`src/rtl/pe_pkg.sv`:
```
package pe_pkg;

  typedef enum logic [1:0] {
    UNIT_ARITH = 2'b00,
    UNIT_LOGIC = 2'b01,
    UNIT_SHIFT = 2'b10,
    UNIT_CMP   = 2'b11
  } unit_e;

  // control word field positions
  localparam int CF_UNIT_LO = 0;
  localparam int CF_FN_LO   = 2;
  localparam int CF_INV     = 4;
  localparam int CF_SWAP    = 5;
  localparam int CF_CLR     = 6;

  // arithmetic functions
  localparam logic [1:0] AF_ADD = 2'b00;
  localparam logic [1:0] AF_SUB = 2'b01;
  localparam logic [1:0] AF_MUL = 2'b10;
  localparam logic [1:0] AF_NEG = 2'b11;

  // logic functions
  localparam logic [1:0] LF_AND  = 2'b00;
  localparam logic [1:0] LF_OR   = 2'b01;
  localparam logic [1:0] LF_XOR  = 2'b10;
  localparam logic [1:0] LF_PASS = 2'b11;

  // shift functions
  localparam logic [1:0] SF_SHL = 2'b00;
  localparam logic [1:0] SF_SHR = 2'b01;
  localparam logic [1:0] SF_SAR = 2'b10;
  localparam logic [1:0] SF_ROR = 2'b11;

  typedef struct packed {
    logic carry;
    logic ovf;
    logic eq;
    logic lt;
    logic gt;
    logic sat;
  } flags_t;

endpackage

```
`src/rtl/pe_shifter.sv`:
```
module pe_shifter #(
  parameter int W = 8
) (
  input  logic [W-1:0]         a_i,
  input  logic [$clog2(W)-1:0] amt_i,
  output logic [W-1:0]         shl_o,
  output logic [W-1:0]         shr_o,
  output logic [W-1:0]         sar_o,
  output logic [W-1:0]         rem_o,
  output logic                 out_l_o,
  output logic                 out_r_o
);

  localparam int SW = $clog2(W);

  // W+1 wide stages keep the bit that falls off the end
  logic [W:0]   lx [0:SW];
  logic [W:0]   rx [0:SW];
  logic [W:0]   ax [0:SW];
  logic [W-1:0] cx [0:SW+1];
  logic [SW:0]  camt;

  assign camt  = (SW+1)'(W) - {1'b0, amt_i};
  assign lx[0] = {1'b0, a_i};
  assign rx[0] = {a_i, 1'b0};
  assign ax[0] = {a_i, 1'b0};
  assign cx[0] = a_i;

  for (genvar s = 0; s < SW; s++) begin : g_stage
    assign lx[s+1] = amt_i[s] ? (lx[s] << (2**s)) : lx[s];
    assign rx[s+1] = amt_i[s] ? (rx[s] >> (2**s)) : rx[s];
    assign ax[s+1] = amt_i[s] ? (W+1)'($signed(ax[s]) >>> (2**s)) : ax[s];
  end

  // complementary amount W-k, one stage wider so W itself is reachable
  for (genvar s = 0; s <= SW; s++) begin : g_cstage
    assign cx[s+1] = camt[s] ? (cx[s] << (2**s)) : cx[s];
  end

  assign shl_o   = lx[SW][W-1:0];
  assign out_l_o = lx[SW][W];
  assign shr_o   = rx[SW][W:1];
  assign out_r_o = rx[SW][0];
  assign sar_o   = ax[SW][W:1];
  assign rem_o   = cx[SW+1];

endmodule

```
`src/rtl/pe_logic.sv`:
```
module pe_logic #(
  parameter int W = 8
) (
  input  logic [W-1:0] x_i,
  input  logic [W-1:0] y_i,
  input  logic [1:0]   fn_i,
  input  logic         inv_i,
  output logic [W-1:0] z_o
);

  import pe_pkg::*;

  logic [W-1:0] raw;

  always_comb begin
    unique case (fn_i)
      LF_AND:  raw = x_i & y_i;
      LF_OR:   raw = x_i | y_i;
      LF_XOR:  raw = x_i ^ y_i;
      default: raw = x_i;
    endcase
    z_o = inv_i ? ~raw : raw;
  end

endmodule

```
`src/rtl/pe_arith.sv`:
```
module pe_arith #(
  parameter int W = 8
) (
  input  logic [W-1:0]   a_i,
  input  logic [W-1:0]   b_i,
  input  logic [1:0]     fn_i,
  output logic [W-1:0]   sum_o,
  output logic           carry_o,
  output logic           ovf_o,
  output logic [2*W-1:0] prod_o,
  output logic           eq_o,
  output logic           lt_o,
  output logic           gt_o,
  output logic [W-1:0]   max_o
);

  import pe_pkg::*;

  logic [W:0]            add_x, sub_x, neg_x;
  logic signed [2*W-1:0] a_ext, b_ext;

  assign add_x = {1'b0, a_i} + {1'b0, b_i};
  assign sub_x = {1'b0, a_i} - {1'b0, b_i};
  assign neg_x = '0 - {1'b0, a_i};

  always_comb begin
    sum_o   = '0;
    carry_o = 1'b0;
    ovf_o   = 1'b0;
    unique case (fn_i)
      AF_ADD: begin
        sum_o   = add_x[W-1:0];
        carry_o = add_x[W];
        ovf_o   = (a_i[W-1] == b_i[W-1]) && (add_x[W-1] != a_i[W-1]);
      end
      AF_SUB: begin
        sum_o   = sub_x[W-1:0];
        carry_o = sub_x[W];
        ovf_o   = (a_i[W-1] != b_i[W-1]) && (sub_x[W-1] != a_i[W-1]);
      end
      AF_NEG: begin
        sum_o   = neg_x[W-1:0];
        carry_o = neg_x[W];
        ovf_o   = a_i[W-1] && neg_x[W-1];
      end
      default: ;
    endcase
  end

  assign a_ext  = $signed({{W{a_i[W-1]}}, a_i});
  assign b_ext  = $signed({{W{b_i[W-1]}}, b_i});
  assign prod_o = a_ext * b_ext;

  assign eq_o  = (a_i == b_i);
  assign lt_o  = $signed(a_i) < $signed(b_i);
  assign gt_o  = !eq_o && !lt_o;
  assign max_o = lt_o ? b_i : a_i;

endmodule

```
`src/rtl/pe_cell.sv`:
```
module pe_cell #(
  parameter int DW = 8,
  parameter int CW = 14
) (
  input  logic           clk,
  input  logic           rst_n,
  input  logic [DW-1:0]  op_a_i,
  input  logic [DW-1:0]  op_b_i,
  input  logic [CW-1:0]  ctrl_i,
  input  logic           acc_en_i,
  output logic [2*DW-1:0] result_o,
  output logic           carry_o,
  output logic           ovf_o,
  output logic           eq_o,
  output logic           lt_o,
  output logic           gt_o,
  output logic           sat_o
);

  import pe_pkg::*;

  localparam int RW = 2*DW;
  localparam int SW = $clog2(DW);
  localparam logic signed [RW:0] SAT_HI = {2'b00, {(RW-1){1'b1}}};
  localparam logic signed [RW:0] SAT_LO = {2'b11, {(RW-1){1'b0}}};

  // ---------------- input register bank ----------------
  logic [DW-1:0] a_q, b_q;
  logic [CW-1:0] ctrl_q;
  logic          acc_en_q;

  always_ff @(posedge clk or negedge rst_n) begin
    if (!rst_n) begin
      a_q      <= '0;
      b_q      <= '0;
      ctrl_q   <= '0;
      acc_en_q <= 1'b0;
    end else begin
      a_q      <= op_a_i;
      b_q      <= op_b_i;
      ctrl_q   <= ctrl_i;
      acc_en_q <= acc_en_i;
    end
  end

  // ---------------- decode ----------------
  unit_e         unit;
  logic [1:0]    fn;
  logic          inv, swap, clr;
  logic [DW-1:0] x, y;

  assign unit = unit_e'(ctrl_q[CF_UNIT_LO +: 2]);
  assign fn   = ctrl_q[CF_FN_LO +: 2];
  assign inv  = ctrl_q[CF_INV];
  assign swap = ctrl_q[CF_SWAP];
  assign clr  = ctrl_q[CF_CLR];
  assign x    = swap ? b_q : a_q;
  assign y    = swap ? a_q : b_q;

  // ---------------- units ----------------
  logic [DW-1:0] shl, shr, sar, rem;
  logic          out_l, out_r;

  pe_shifter #(.W(DW)) u_shift (
    .a_i     (x),
    .amt_i   (y[SW-1:0]),
    .shl_o   (shl),
    .shr_o   (shr),
    .sar_o   (sar),
    .rem_o   (rem),
    .out_l_o (out_l),
    .out_r_o (out_r)
  );

  // rotate reuses the logic unit to merge the two shifted halves
  logic          rot_sel;
  logic [DW-1:0] lu_x, lu_y, lu_z;
  logic [1:0]    lu_fn;
  logic          lu_inv;

  assign rot_sel = (unit == UNIT_SHIFT) && (fn == SF_ROR);
  assign lu_x    = rot_sel ? shr   : x;
  assign lu_y    = rot_sel ? rem   : y;
  assign lu_fn   = rot_sel ? LF_OR : fn;
  assign lu_inv  = rot_sel ? 1'b0  : inv;

  pe_logic #(.W(DW)) u_logic (
    .x_i   (lu_x),
    .y_i   (lu_y),
    .fn_i  (lu_fn),
    .inv_i (lu_inv),
    .z_o   (lu_z)
  );

  logic [DW-1:0] ar_sum, ar_max;
  logic          ar_c, ar_v, ar_eq, ar_lt, ar_gt;
  logic [RW-1:0] ar_prod;

  pe_arith #(.W(DW)) u_arith (
    .a_i     (x),
    .b_i     (y),
    .fn_i    (fn),
    .sum_o   (ar_sum),
    .carry_o (ar_c),
    .ovf_o   (ar_v),
    .prod_o  (ar_prod),
    .eq_o    (ar_eq),
    .lt_o    (ar_lt),
    .gt_o    (ar_gt),
    .max_o   (ar_max)
  );

  // ---------------- accumulate ----------------
  logic [RW-1:0]     acc_q;
  logic [RW-1:0]     acc_d;
  logic              acc_we;
  logic              mac_now;
  logic [RW-1:0]     acc_base;
  logic signed [RW:0] acc_sum;
  logic              acc_clip;

  assign mac_now  = (unit == UNIT_ARITH) && (fn == AF_MUL) && acc_en_q;
  assign acc_base = clr ? '0 : acc_q;
  assign acc_sum  = $signed({acc_base[RW-1], acc_base}) + $signed({ar_prod[RW-1], ar_prod});

  always_comb begin
    acc_clip = 1'b0;
    acc_d    = acc_sum[RW-1:0];
    if (acc_sum > SAT_HI) begin
      acc_d    = SAT_HI[RW-1:0];
      acc_clip = 1'b1;
    end else if (acc_sum < SAT_LO) begin
      acc_d    = SAT_LO[RW-1:0];
      acc_clip = 1'b1;
    end
  end

  assign acc_we = mac_now;

  // ---------------- result next state ----------------
  logic [RW-1:0] res_d;
  flags_t        flg_d;

  always_comb begin
    res_d = '0;
    flg_d = '0;
    unique case (unit)
      UNIT_ARITH: begin
        if (fn == AF_MUL) begin
          res_d     = mac_now ? acc_d : ar_prod;
          flg_d.sat = mac_now && acc_clip;
        end else begin
          res_d     = {{DW{ar_sum[DW-1]}}, ar_sum};
          flg_d.carry = ar_c;
          flg_d.ovf   = ar_v;
        end
      end
      UNIT_LOGIC: begin
        res_d = {{DW{1'b0}}, lu_z};
      end
      UNIT_SHIFT: begin
        unique case (fn)
          SF_SHL: begin
            res_d       = {{DW{1'b0}}, shl};
            flg_d.carry = out_l;
          end
          SF_SHR: begin
            res_d       = {{DW{1'b0}}, shr};
            flg_d.carry = out_r;
          end
          SF_SAR: begin
            res_d       = {{DW{1'b0}}, sar};
            flg_d.carry = out_r;
          end
          default: begin
            res_d = {{DW{1'b0}}, lu_z};
          end
        endcase
      end
      default: begin
        res_d    = {{DW{ar_max[DW-1]}}, ar_max};
        flg_d.eq = ar_eq;
        flg_d.lt = ar_lt;
        flg_d.gt = ar_gt;
      end
    endcase
  end

  // ---------------- output register bank ----------------
  logic [RW-1:0] result_q;
  flags_t        flg_q;
  unit_e         unit_r;

  always_ff @(posedge clk or negedge rst_n) begin
    if (!rst_n) begin
      result_q <= '0;
      flg_q    <= '0;
      unit_r   <= UNIT_ARITH;
    end else begin
      result_q <= res_d;
      flg_q    <= flg_d;
      unit_r   <= unit;
    end
  end

  always_ff @(posedge clk or negedge rst_n) begin
    if (!rst_n) begin
      acc_q <= '0;
    end else if (acc_we) begin
      acc_q <= acc_d;
    end
  end

  assign result_o = result_q;
  assign carry_o  = flg_q.carry;
  assign ovf_o    = flg_q.ovf;
  assign eq_o     = flg_q.eq;
  assign lt_o     = flg_q.lt;
  assign gt_o     = flg_q.gt;
  assign sat_o    = flg_q.sat;

  // ---------------- assertions ----------------
  AST_ACC_ONLY_MAC: assert property (@(posedge clk) disable iff (!rst_n)
    !mac_now |=> $stable(acc_q));

  AST_SAT_AT_LIMIT: assert property (@(posedge clk) disable iff (!rst_n)
    sat_o |-> (result_o == SAT_HI[RW-1:0] || result_o == SAT_LO[RW-1:0]));

  AST_CMP_ONE_FLAG: assert property (@(posedge clk) disable iff (!rst_n)
    (unit_r == UNIT_CMP) |-> $onehot({eq_o, lt_o, gt_o}));

  AST_CMP_FLAGS_IDLE: assert property (@(posedge clk) disable iff (!rst_n)
    (unit_r != UNIT_CMP) |-> !(eq_o || lt_o || gt_o));

  AST_LOGIC_NO_CARRY: assert property (@(posedge clk) disable iff (!rst_n)
    (unit_r == UNIT_LOGIC) |-> !(carry_o || ovf_o || sat_o));

endmodule

```
`config.mk`:
```
export PLATFORM = sky130hd
export DESIGN_NAME = pe_cell
export DESIGN_NICKNAME = d
export VERILOG_FILES = /design/src/rtl/pe_pkg.sv /design/src/rtl/pe_shifter.sv /design/src/rtl/pe_logic.sv /design/src/rtl/pe_arith.sv /design/src/rtl/pe_cell.sv
export SDC_FILE = /design/constraint.sdc
export NUM_CORES = 1
export LEC_CHECK = 0
export BUFFER_PORTS_ARGS = -buffer_cell sky130_fd_sc_hd__buf_4
export CAP_MARGIN = 20
export CORE_MARGIN = 5
export CORE_UTILIZATION = 50
export CTS_BUF_LIST = sky130_fd_sc_hd__clkbuf_2
export DETAILED_ROUTE_END_ITERATION = 10
export GPL_TIMING_DRIVEN = 0
export PLACE_DENSITY = 0.79
export SLEW_MARGIN = 15
export SYNTH_ARGS = -nofsm -noshare
export SYNTH_HDL_FRONTEND = slang
export SYNTH_SLANG_ARGS = --single-unit
```
`constraint.sdc`:
```
create_clock -name clk -period 9.7 [get_ports clk]
set_clock_uncertainty 0.1 [all_clocks]
set_input_delay 0.97 -clock clk [delete_from_list [all_inputs] [get_ports clk]]
set_output_delay 0.97 -clock clk [all_outputs]
set_load 0.01 [all_outputs]
```
==> out/qor.yml, run 1 <==
holdCritPathClass: "input port to async pin"
clk_latency_ns: 0.61
crit_path_start_kind: "register"
grt_pass1_wl_mm: 42.4
final_cell_area_um2: 9600
final.setup.worst_slack_ns: 0.542
syn_inst: 1070
io_pins: 55
synth_enable_flop_cells: 0
syn-cell-area_um2: 8860
htreeDepth: 3
grt_pass1_vias: 8171
wl_mm: 26.7
end_kind: "register"
setup_viol: 0
synth_ff_type: "dfrtp_1"
hold_slack_ns: 0.291
slew_violations: 0
maxCapViolations: 0
cts_made_buffers: 9
async_flop_share_pct: 100
grt.total_usage_pct: 26.6
relSlewSlack_pct: 26.2
grt_antenna_before_repair: 1
root_buffer: "clkbuf_2"
final_layout_size_suffix_gt1_share_pct: 11.6
avgSynthCellArea_um2: 8.28
firstDrtPassIters: 6
tns_ns: 0
placed_cell_area_um2: 9510
synth_fp_nets: 1248
synth_seq_area_share_pct: 17.5
mostFrequentLayoutCells: "136 x inv_1, 108 x nor2_1, 87 x ha_1"
rsz0062_at_grt: "no"
worst-slew-pin-transition_ns: 1.08
postRouteAntennaNets: 0
cts_sinks: 62
drt_iter0_markers: 768
grt.overflow.total: 0
synth_seq_cells: 62
fin_crit_ns: 9.16
ys_warn_count: 0
worst_ep_arrival_time_ns: 9.48
cts_resized: 0
cts_tree: "yes"
worstPathBufferInverterCount: 8
io_buffers: 47
vias_per_cell: 6.07
syn_to_final_growth_pct: 8.36
clockBufferDepth: 2
post-route-util_pct: 55.3
core_region_area_um2: 17400
layout_commonest_cell: "inv_1"
dp_cells: 1343
chipHeight_um: 143
seq_area_um2: 1550
cp_common_cell: "inv_1"
finalNetCount: 1308
pre_cts_slack_ns: 0.394
ir_worst_vdd_v: 0.000400
max_freq_mhz: 109
cts.clk_slew.worst_paths_ns: 0.24
crit_path_top_delay_cell: "mux2i_1"
cpLargestDelayFamily: "adder cells"
multi_input_area_um2: 6490
drc: 0
path_class: "register to register"
fillers: 1664
fin_crit_sh_pct: 94.4
power_density_nw_per_um2: 349
instances_no_fill: 1361
postCtsHoldBufs: 0
synth_cell_types: 87
power.total_mw: 3.36
vias: 8260
cp_data_required_time_ns: 10.02
gp_congestion: 1.00
hpwl_mm: 20.7
die_area_um2: 20500
post-cts-setup-buffers: 0
critPathMaxFanout: 10
p_leak_nw: 4.54
die-width_um: 143
grt_max_degree: 63
final_hold_viol_count: 0
critPathMaxStageDelay_ns: 0.69
initial_core_util_pct: 51.1
rows: 48
status: "complete, no violations"
avgRoutedWirePerCell_um: 19.6
[Yosys cell counts, drive strengths merged, types with 21 or more instances]
| cell | number | area, µm² |
|---|---|---|
| buf | 24 | 175 |
| mux2i | 37 | 448 |
| nor2 | 108 | 405 |
| nand2 | 73 | 277 |
| fa | 58 | 1160 |
| o21ai | 62 | 325 |
| ha | 87 | 1090 |
| dfrtp | 62 | 1550 |
| inv | 142 | 533 |
| nor2b | 24 | 150 |
| a21oi | 74 | 378 |
| nand3 | 23 | 120 |
| clkbuf | 31 | 116 |
| nor3 | 21 | 110 |
| xnor2 | 35 | 314 |
[final cells by class]
type / count / share of cell area (%)
Multi-Input combinational cell: 810 / 67.5
Sequential cell: 62 / 16.2
Inverter: 143 / 5.59
Timing Repair Buffer: 49 / 3.80
Buffer: 55 / 3.05
Tap cell: 225 / 2.93
Clock buffer: 9 / 0.469
Clock inverter: 7 / 0.430
Antenna cell: 1 / 0.0261
[final timing paths]
check	depth (start not counted)	slack [ns]	start	endpoint
setup / recovery	29	0.54	ctrl_q[5]	result_o[6]
hold / removal	1	0.29	rst_n	ovf_o
setup reg to reg	29	0.54	ctrl_q[5]	result_o[6]
hold reg to reg	2	0.39	acc_q[0]	acc_q[0]
max in group asynchronous	1	8.62	rst_n	result_o[10]
min in group clk	1	0.37	op_b_i[5]	b_q[5]
[routing by layer]
metal / track usage (%) / vias to the layer above / part of all wire, %
met1: 32.6 / 3892 / 39
met2: 43.0 / 432 / 46
met4: 15.6 / 0 / 5.9
met3: 5.83 / 117 / 9.6
li1: - / 3819 / -
met5: 0 / - / 0
[state kept, by name (all words and copies together) (netlist names)]
register  cells
b_q           8
gt_o          1
carry_o       1
eq_o          1
a_q           8
sat_o         1
lt_o          1
ovf_o         1
acc_q        16
ctrl_q        7
result_o     16
acc_en_q      1
[worst reg2reg max path: cells and delay by family (launching register included)]
kind / cells / cell delay [ns]
xor gates and xnor gates: 1 / 0.41
buffers and inverters: 8 / 1.24
AOI/OAI and AO/OA: 7 / 2.20
adders and majority gates: 7 / 2.80
DFF: 1 / 0.36
muxes: 1 / 0.69
and+or+nand+nor: 5 / 1.22
[cell families (layout without fill, tap and decap cells)]
kind of cell    Yosys count  after routing  synth area share (%)
xor+xnor                 42             42                  4.24
flops                    62             62                  17.5
other cells               0              1                     0
fa+ha+maj               145            145                  25.4
mux                      40             40                  5.56
buf+inv                 198            263                  9.34
compound gates          284            284                  22.1
simple gates            299            299                  15.9
[power breakdown]
group | leakage [nW] | total, mW | switching (mW) | internal (mW)
sequential | 0.765 | 0.337 | 0.0251 | 0.312
clock | 0.0528 | 0.143 | 0.112 | 0.0314
combinational | 3.72 | 2.87 | 1.68 | 1.20
total | 4.54 | 3.36 | 1.81 | 1.54
No activity file was read; power rests on OpenSTA's default activity.
==> run 2: changes to the inputs <==
HOLD_SLACK_MARGIN = 0.06   (was default)
SYNTH_HIERARCHICAL = 1   (was default)
==> run 2 against run 1 <==
Compared with the run above:
- synthesized cell count decreased by 0.75%
- combinational power increased by 7%
- first-iteration DRC count decreased by 8.2%
- sequential share of layout area decreased by 0.50 points
- maximum frequency increased by 14%
- area after synthesis increased by 3.1%
- worst setup slack improved by 1.2 ns
- final cell count decreased by 0.51%
- non-clock buffer count decreased by 3
- hold slack improved by 0.064 ns
- critical endpoint is now result_o[7]
- largest power group unchanged
- highest routed layer unchanged
==> out/qor.yml, run 2 <==
final.setup.worst_slack_ns: 1.70
htreeDepth: 3
grt.overflow.total: 0
instances_no_fill: 1354
initial_core_util_pct: 50.9
core_region_area_um2: 18000
synth_area_leaders: "dfrtp_1 17%, fa_1 13%, ha_1 12%"
synth_top_area_share_pct: 17.0
postRouteAntennaNets: 0
gp_congestion: 0.964
cts.clk_slew.worst_paths_ns: 0.22
syn_to_final_growth_pct: 8.46
synthXorXnorAreaFrac_pct: 4.49
synth_seq_area_share_pct: 17.0
grt.total_usage_pct: 23.1
vias: 7935
syn_inst: 1062
async_flop_share_pct: 100
root_buffer: "clkbuf_2"
die-width_um: 145
cts_tree: "yes"
final_hold_viol_count: 0
synth_cell_types: 76
insertedDiodeCount: 0
synthMuxAreaShare_pct: 11.9
critPathMaxFanout: 14
cp_common_cell: "fa_1"
fin_crit_ns: 8.00
r2r_start: "ctrl_q[5]"
ys_warn_count: 6
ir_worst_vdd_v: 0.000398
synth_enable_flop_cells: 0
grt_max_degree: 63
io_pins: 55
layout_commonest_cell: "inv_1"
firstDrtPassIters: 8
rsz0062_at_grt: "no"
slew_violations: 0
post-cts-setup-buffers: 0
drt_iter0_markers: 705
hpwl_mm: 19.2
crit_path_top_delay_cell: "fa_1"
fillers: 1678
power_density_nw_per_um2: 364
critPathMaxStageDelay_ns: 0.55
dp_cells: 1338
crit_path_start_kind: "register"
vias_per_cell: 5.86
worst_ep_arrival_time_ns: 8.36
final_layout_size_suffix_gt1_share_pct: 14.6
setup_viol: 0
path_class: "register to register"
relSlewSlack_pct: 42.9
r2r_slack_ns: 1.70
max_freq_mhz: 125
cts_sinks: 62
synth_fp_nets: 1239
worst-slew-pin-transition_ns: 0.857
yosys-top-cells-count: "139 x inv_1, 97 x nand2_1, 86 x ha_1"
yosysTopAreaCell: "dfrtp_1"
grt_pass1_vias: 7826
yosys.area_share.simple_pct: 15.8
cp.depth: 29
die_area_um2: 21100
status: "complete, no violations"
cts_resized: 0
clk_latency_ns: 0.60
grt_antenna_before_repair: 0
avgRoutedWirePerCell_um: 18.2
synth_seq_cells: 62
yosysMostFrequentCell: "inv_1"
startpoint: "ctrl_q[5]"
r2r_end: "result_o[7]"
rows: 49
end_kind: "register"
p_leak_nw: 4.79
synth_top_family_by_area: "adder cells"
rr_worst_depth: 29
synth_compound_area_share_pct: 16.7
mostFrequentLayoutCells: "139 x inv_1, 97 x nand2_1, 86 x ha_1"
syn-cell-area_um2: 9140
worstPathBufferInverterCount: 8
fin_crit_sh_pct: 82.5
cts_made_buffers: 9
avgSynthCellArea_um2: 8.60
synthAdderAreaFrac_pct: 24.9
finalNetCount: 1297
power.total_mw: 3.60
io_buffers: 47
wl_mm: 24.6
grt_pass1_wl_mm: 39.9
holdCritPathClass: "input port to async pin"
maxCapViolations: 0
cpLargestDelayFamily: "adder cells"
postCtsHoldBufs: 0
chipHeight_um: 145
clockBufferDepth: 2
pre_cts_slack_ns: 1.73
tns_ns: 0
cp-endpoint: "result_o[7]"
synth_ff_type: "dfrtp_1"
drc: 0
cp_data_required_time_ns: 10.06
run 2: cell count changes after synthesis, sizes merged, moves of 15 or more:
cell,before,now
nor2,108,64
mux2,2,49
nand2,73,97
a21oi,74,48
and2,4,30
mux2i,37,22
run 2: through the flow:
step | hold WS, ns | util (%) | instance area (µm²)
6_report | 0.355 | 55.2 | 9910
5_1_grt | 0.319 | 55.2 | 9910
4_1_cts | 0.323 | 55.2 | 9910
3_5_place_dp | 0.356 | 54.4 | 9770
3_3_place_gp | 0.343 | 54.4 | 9770
2_1_floorplan | 0.331 | - | 9140
run 2: worst min-delay path by stage:
stage	slack (ns)	to	from
after floorplan	0.33	acc_q[11]	acc_q[11]
after global placement	0.34	acc_q[2]	acc_q[2]
after detailed placement	0.36	acc_q[8]	acc_q[8]
after CTS	0.32	ctrl_q[4]	ctrl_i[4]
after global routing	0.32	ctrl_q[2]	ctrl_i[2]
final	0.35	a_q[3]	rst_n
run 2: cells by family (layout without fill, tap and decap cells):
| group | Yosys count | in the layout |
|---|---|---|
| buffers and inverters | 201 | 264 |
| AND/OR/NAND/NOR | 296 | 296 |
| flip-flops | 62 | 62 |
| AO/OA/AOI/OAI | 224 | 224 |
| XOR/XNOR | 46 | 46 |
| adder cells (fa/ha/maj) | 148 | 148 |
| multiplexers | 85 | 85 |
run 2: layout make-up:
| cell class | count | area (µm²) | area share, % |
|---|---|---|---|
| multi-input cells | 799 | 6740 | 68.1 |
| flip-flops and latches | 62 | 1550 | 15.7 |
| inverters | 147 | 552 | 5.57 |
| repair buffers | 47 | 353 | 3.56 |
| plain buffers | 54 | 289 | 2.92 |
| well taps | 229 | 287 | 2.89 |
| clock inverters | 7 | 88.8 | 0.897 |
| clock buffers | 9 | 45.0 | 0.455 |
run 2: power breakdown:
| part | switching, mW | leakage [nW] | internal (mW) |
|---|---|---|---|
| clock | 0.110 | 0.0753 | 0.0833 |
| sequential | 0.0230 | 0.766 | 0.315 |
| combinational | 1.85 | 3.94 | 1.22 |
run 2: layer usage:
metal,global-route usage [%],part of all wire (%)
met2,38.4,47
met5,0,0
met3,4.24,6.5
met4,11.8,5.6
met1,28.9,41
==> run 3: changes to the inputs <==
ABC_AREA = 1   (was default)
PLACE_DENSITY = 0.78   (was 0.79)
clock period = 8 ns   (was 9.7 ns; I/O delays follow)
==> run 3 against run 2 <==
Compared with the run above:
- via count up 21%
- area after synthesis rose by 5.9%
- die area increased by 5.5%
- utilization grew 0.47 points
- critical endpoint is now result_o[2]
==> out/qor.yml, run 3 <==
cp_common_cell: "nand2_1"
synth_seq_cells: 62
grt.total_usage_pct: 25.3
io_buffers: 47
crit_path_start_kind: "register"
critPathMaxFanout: 10
drc: 0
maxCapViolations: 0
synth_top_area_share_pct: 16.3
path_class: "register to register"
final_layout_size_suffix_gt1_share_pct: 10.1
hpwl_mm: 22.4
vias_per_cell: 5.25
cp_data_required_time_ns: 8.35
end_kind: "register"
root_buffer: "clkbuf_2"
chipHeight_um: 149
placed_cell_area_um2: 10400
dp_cells: 1810
grt_max_degree: 63
io_pins: 55
core_region_area_um2: 18900
post-route-util_pct: 55.6
power_density_nw_per_um2: 373
synth_fp_nets: 1677
vias: 9583
clockBufferDepth: 2
firstDrtPassIters: 6
ys_warn_count: 6
worst_ep_arrival_time_ns: 7.84
final_hold_viol_count: 0
instances_no_fill: 1827
slew_violations: 0
die_area_um2: 22200
cts_sinks: 62
cts_made_buffers: 9
drt_iter0_markers: 699
synth_enable_flop_cells: 0
max_freq_mhz: 133
yosysTopAreaCell: "nand2_1"
setup_viol: 0
avgRoutedWirePerCell_um: 15.0
mostFrequentLayoutCells: "419 x nand2_1, 285 x inv_1, 181 x nand3_1"
ir_worst_vdd_v: 0.000238
worst-slew-pin-transition_ns: 1.03
finalNetCount: 1739
rr_worst_depth: 33
grt_pass1_wl_mm: 45.6
syn-cell-area_um2: 9680
gp_congestion: 0.992
clk_latency_ns: 0.57
status: "complete, no violations"
postCtsHoldBufs: 0
crit_path_top_delay_cell: "o21ai_0"
syn_to_final_growth_pct: 8.61
critPathMaxStageDelay_ns: 0.86
synth_seq_area_share_pct: 16.0
fin_crit_ns: 7.49
cts.clk_slew.worst_paths_ns: 0.20
final_cell_area_um2: 10500
rsz0062_at_grt: "no"
htreeDepth: 3
fin_crit_sh_pct: 93.6
power.total_mw: 3.92
p_leak_nw: 6.09
initial_core_util_pct: 51.2
syn_inst: 1500
r2r_slack_ns: 0.51
synth_area_leaders: "nand2_1 16%, dfrtp_1 16%, fa_1 12%"
yosys-top-cells-count: "419 x nand2_1, 285 x inv_1, 181 x nand3_1"
synth_cell_types: 51
die-width_um: 149
post-cts-setup-buffers: 0
synth_ff_type: "dfrtp_1"
grt.overflow.total: 0
fillers: 1924
hold_slack_ns: 0.152
insertedDiodeCount: 0
grt_antenna_before_repair: 0
cts_resized: 0
holdCritPathClass: "input port to async pin"
r2r_start: "ctrl_q[5]"
avgSynthCellArea_um2: 6.45
wl_mm: 27.3
rows: 50
postRouteAntennaNets: 0
layout_commonest_cell: "nand2_1"
yosysMostFrequentCell: "nand2_1"
async_flop_share_pct: 100
grt_pass1_vias: 9441
cts_tree: "yes"
r2r_end: "result_o[2]"
relSlewSlack_pct: 30.7
-- run 3: cell count changes after synthesis, moves of 11 or more --
cell / previous run / this run
a21o_1: 12 / 1
a31oi_1: 13 / 1
and2_1: 30 / 3
inv_1: 139 / 285
mux2_2: 40 / 16
mux2i_1: 22 / 0
mux4_2: 14 / 0
nand2_1: 97 / 419
nand2b_1: 16 / 0
nand3_1: 20 / 181
nor2_1: 63 / 108
nor2b_1: 27 / 0
o211ai_1: 4 / 16
xnor2_1: 27 / 5
-- run 3: layout make-up --
type	instances	area [µm²]	share of cell area [%]
Clock inverter	7	71.3	0.679
Tap cell	260	325	3.10
Buffer	53	322	3.06
Sequential cell	62	1550	14.8
Clock buffer	9	45.0	0.429
Timing Repair Buffer	51	382	3.63
Inverter	297	1120	10.6
Multi-Input combinational cell	1088	6700	63.7
-- run 3: kinds of logic after synthesis --
| kind of cell | synth area share [%] |
|---|---|
| buf+inv | 14.8 |
| flops | 16.0 |
| compound gates | 8.95 |
| xor+xnor | 1.63 |
| mux | 1.86 |
| fa+ha+maj | 23.1 |
| simple gates | 33.6 |
-- run 3: power by group --
part	internal, mW	leakage, nW	switching, mW
Combinational	1.15	5.25	2.16
Clock	0.0725	0.0663	0.137
Sequential	0.374	0.769	0.0211
-- run 3: worst max-delay path by stage --
stage / cells past startpoint / end / startpoint
after CTS: 33 / result_o[2] / ctrl_q[5]
after global placement: 30 / result_o[5] / ctrl_q[5]
after global routing: 33 / result_o[5] / ctrl_q[5]
after detailed placement: 33 / result_o[5] / ctrl_q[5]
after floorplan: 32 / result_o[7] / ctrl_q[5]
final: 33 / result_o[2] / ctrl_q[5]
-- run 3: worst max-delay path, delay by kind of cell, from the launching register on --
| kind | cells | cell delay, ns |
|---|---|---|
| AO/OA/AOI/OAI | 1 | 0.86 |
| adder cells (fa/ha/maj) | 6 | 2.79 |
| buffers and inverters | 7 | 0.90 |
| flip-flops | 1 | 0.45 |
| AND/OR/NAND/NOR | 19 | 2.25 |
-- run 3: per-layer routing --
| metal | vias to the layer above | GRT usage [%] | share of wire (%) |
|---|---|---|---|
| met1 | 4402 | 32.8 | 44 |
| met5 | - | 0 | 0 |
| met4 | 0 | 11.0 | 4.3 |
| met3 | 76 | 3.65 | 5.6 |
| li1 | 4793 | - | - |
| met2 | 312 | 42.2 | 46 |
-- run 3: per-stage QoR --
| stage | setup TNS [ns] | worst slack, ns |
|---|---|---|
| after floorplan | 0 | 1.54 |
| after global placement | -0.349 | -0.0902 |
| after detailed placement | 0 | 0.444 |
| after CTS | 0 | 0.452 |
| after global routing | 0 | 0.000951 |
| final | 0 | 0.509 |
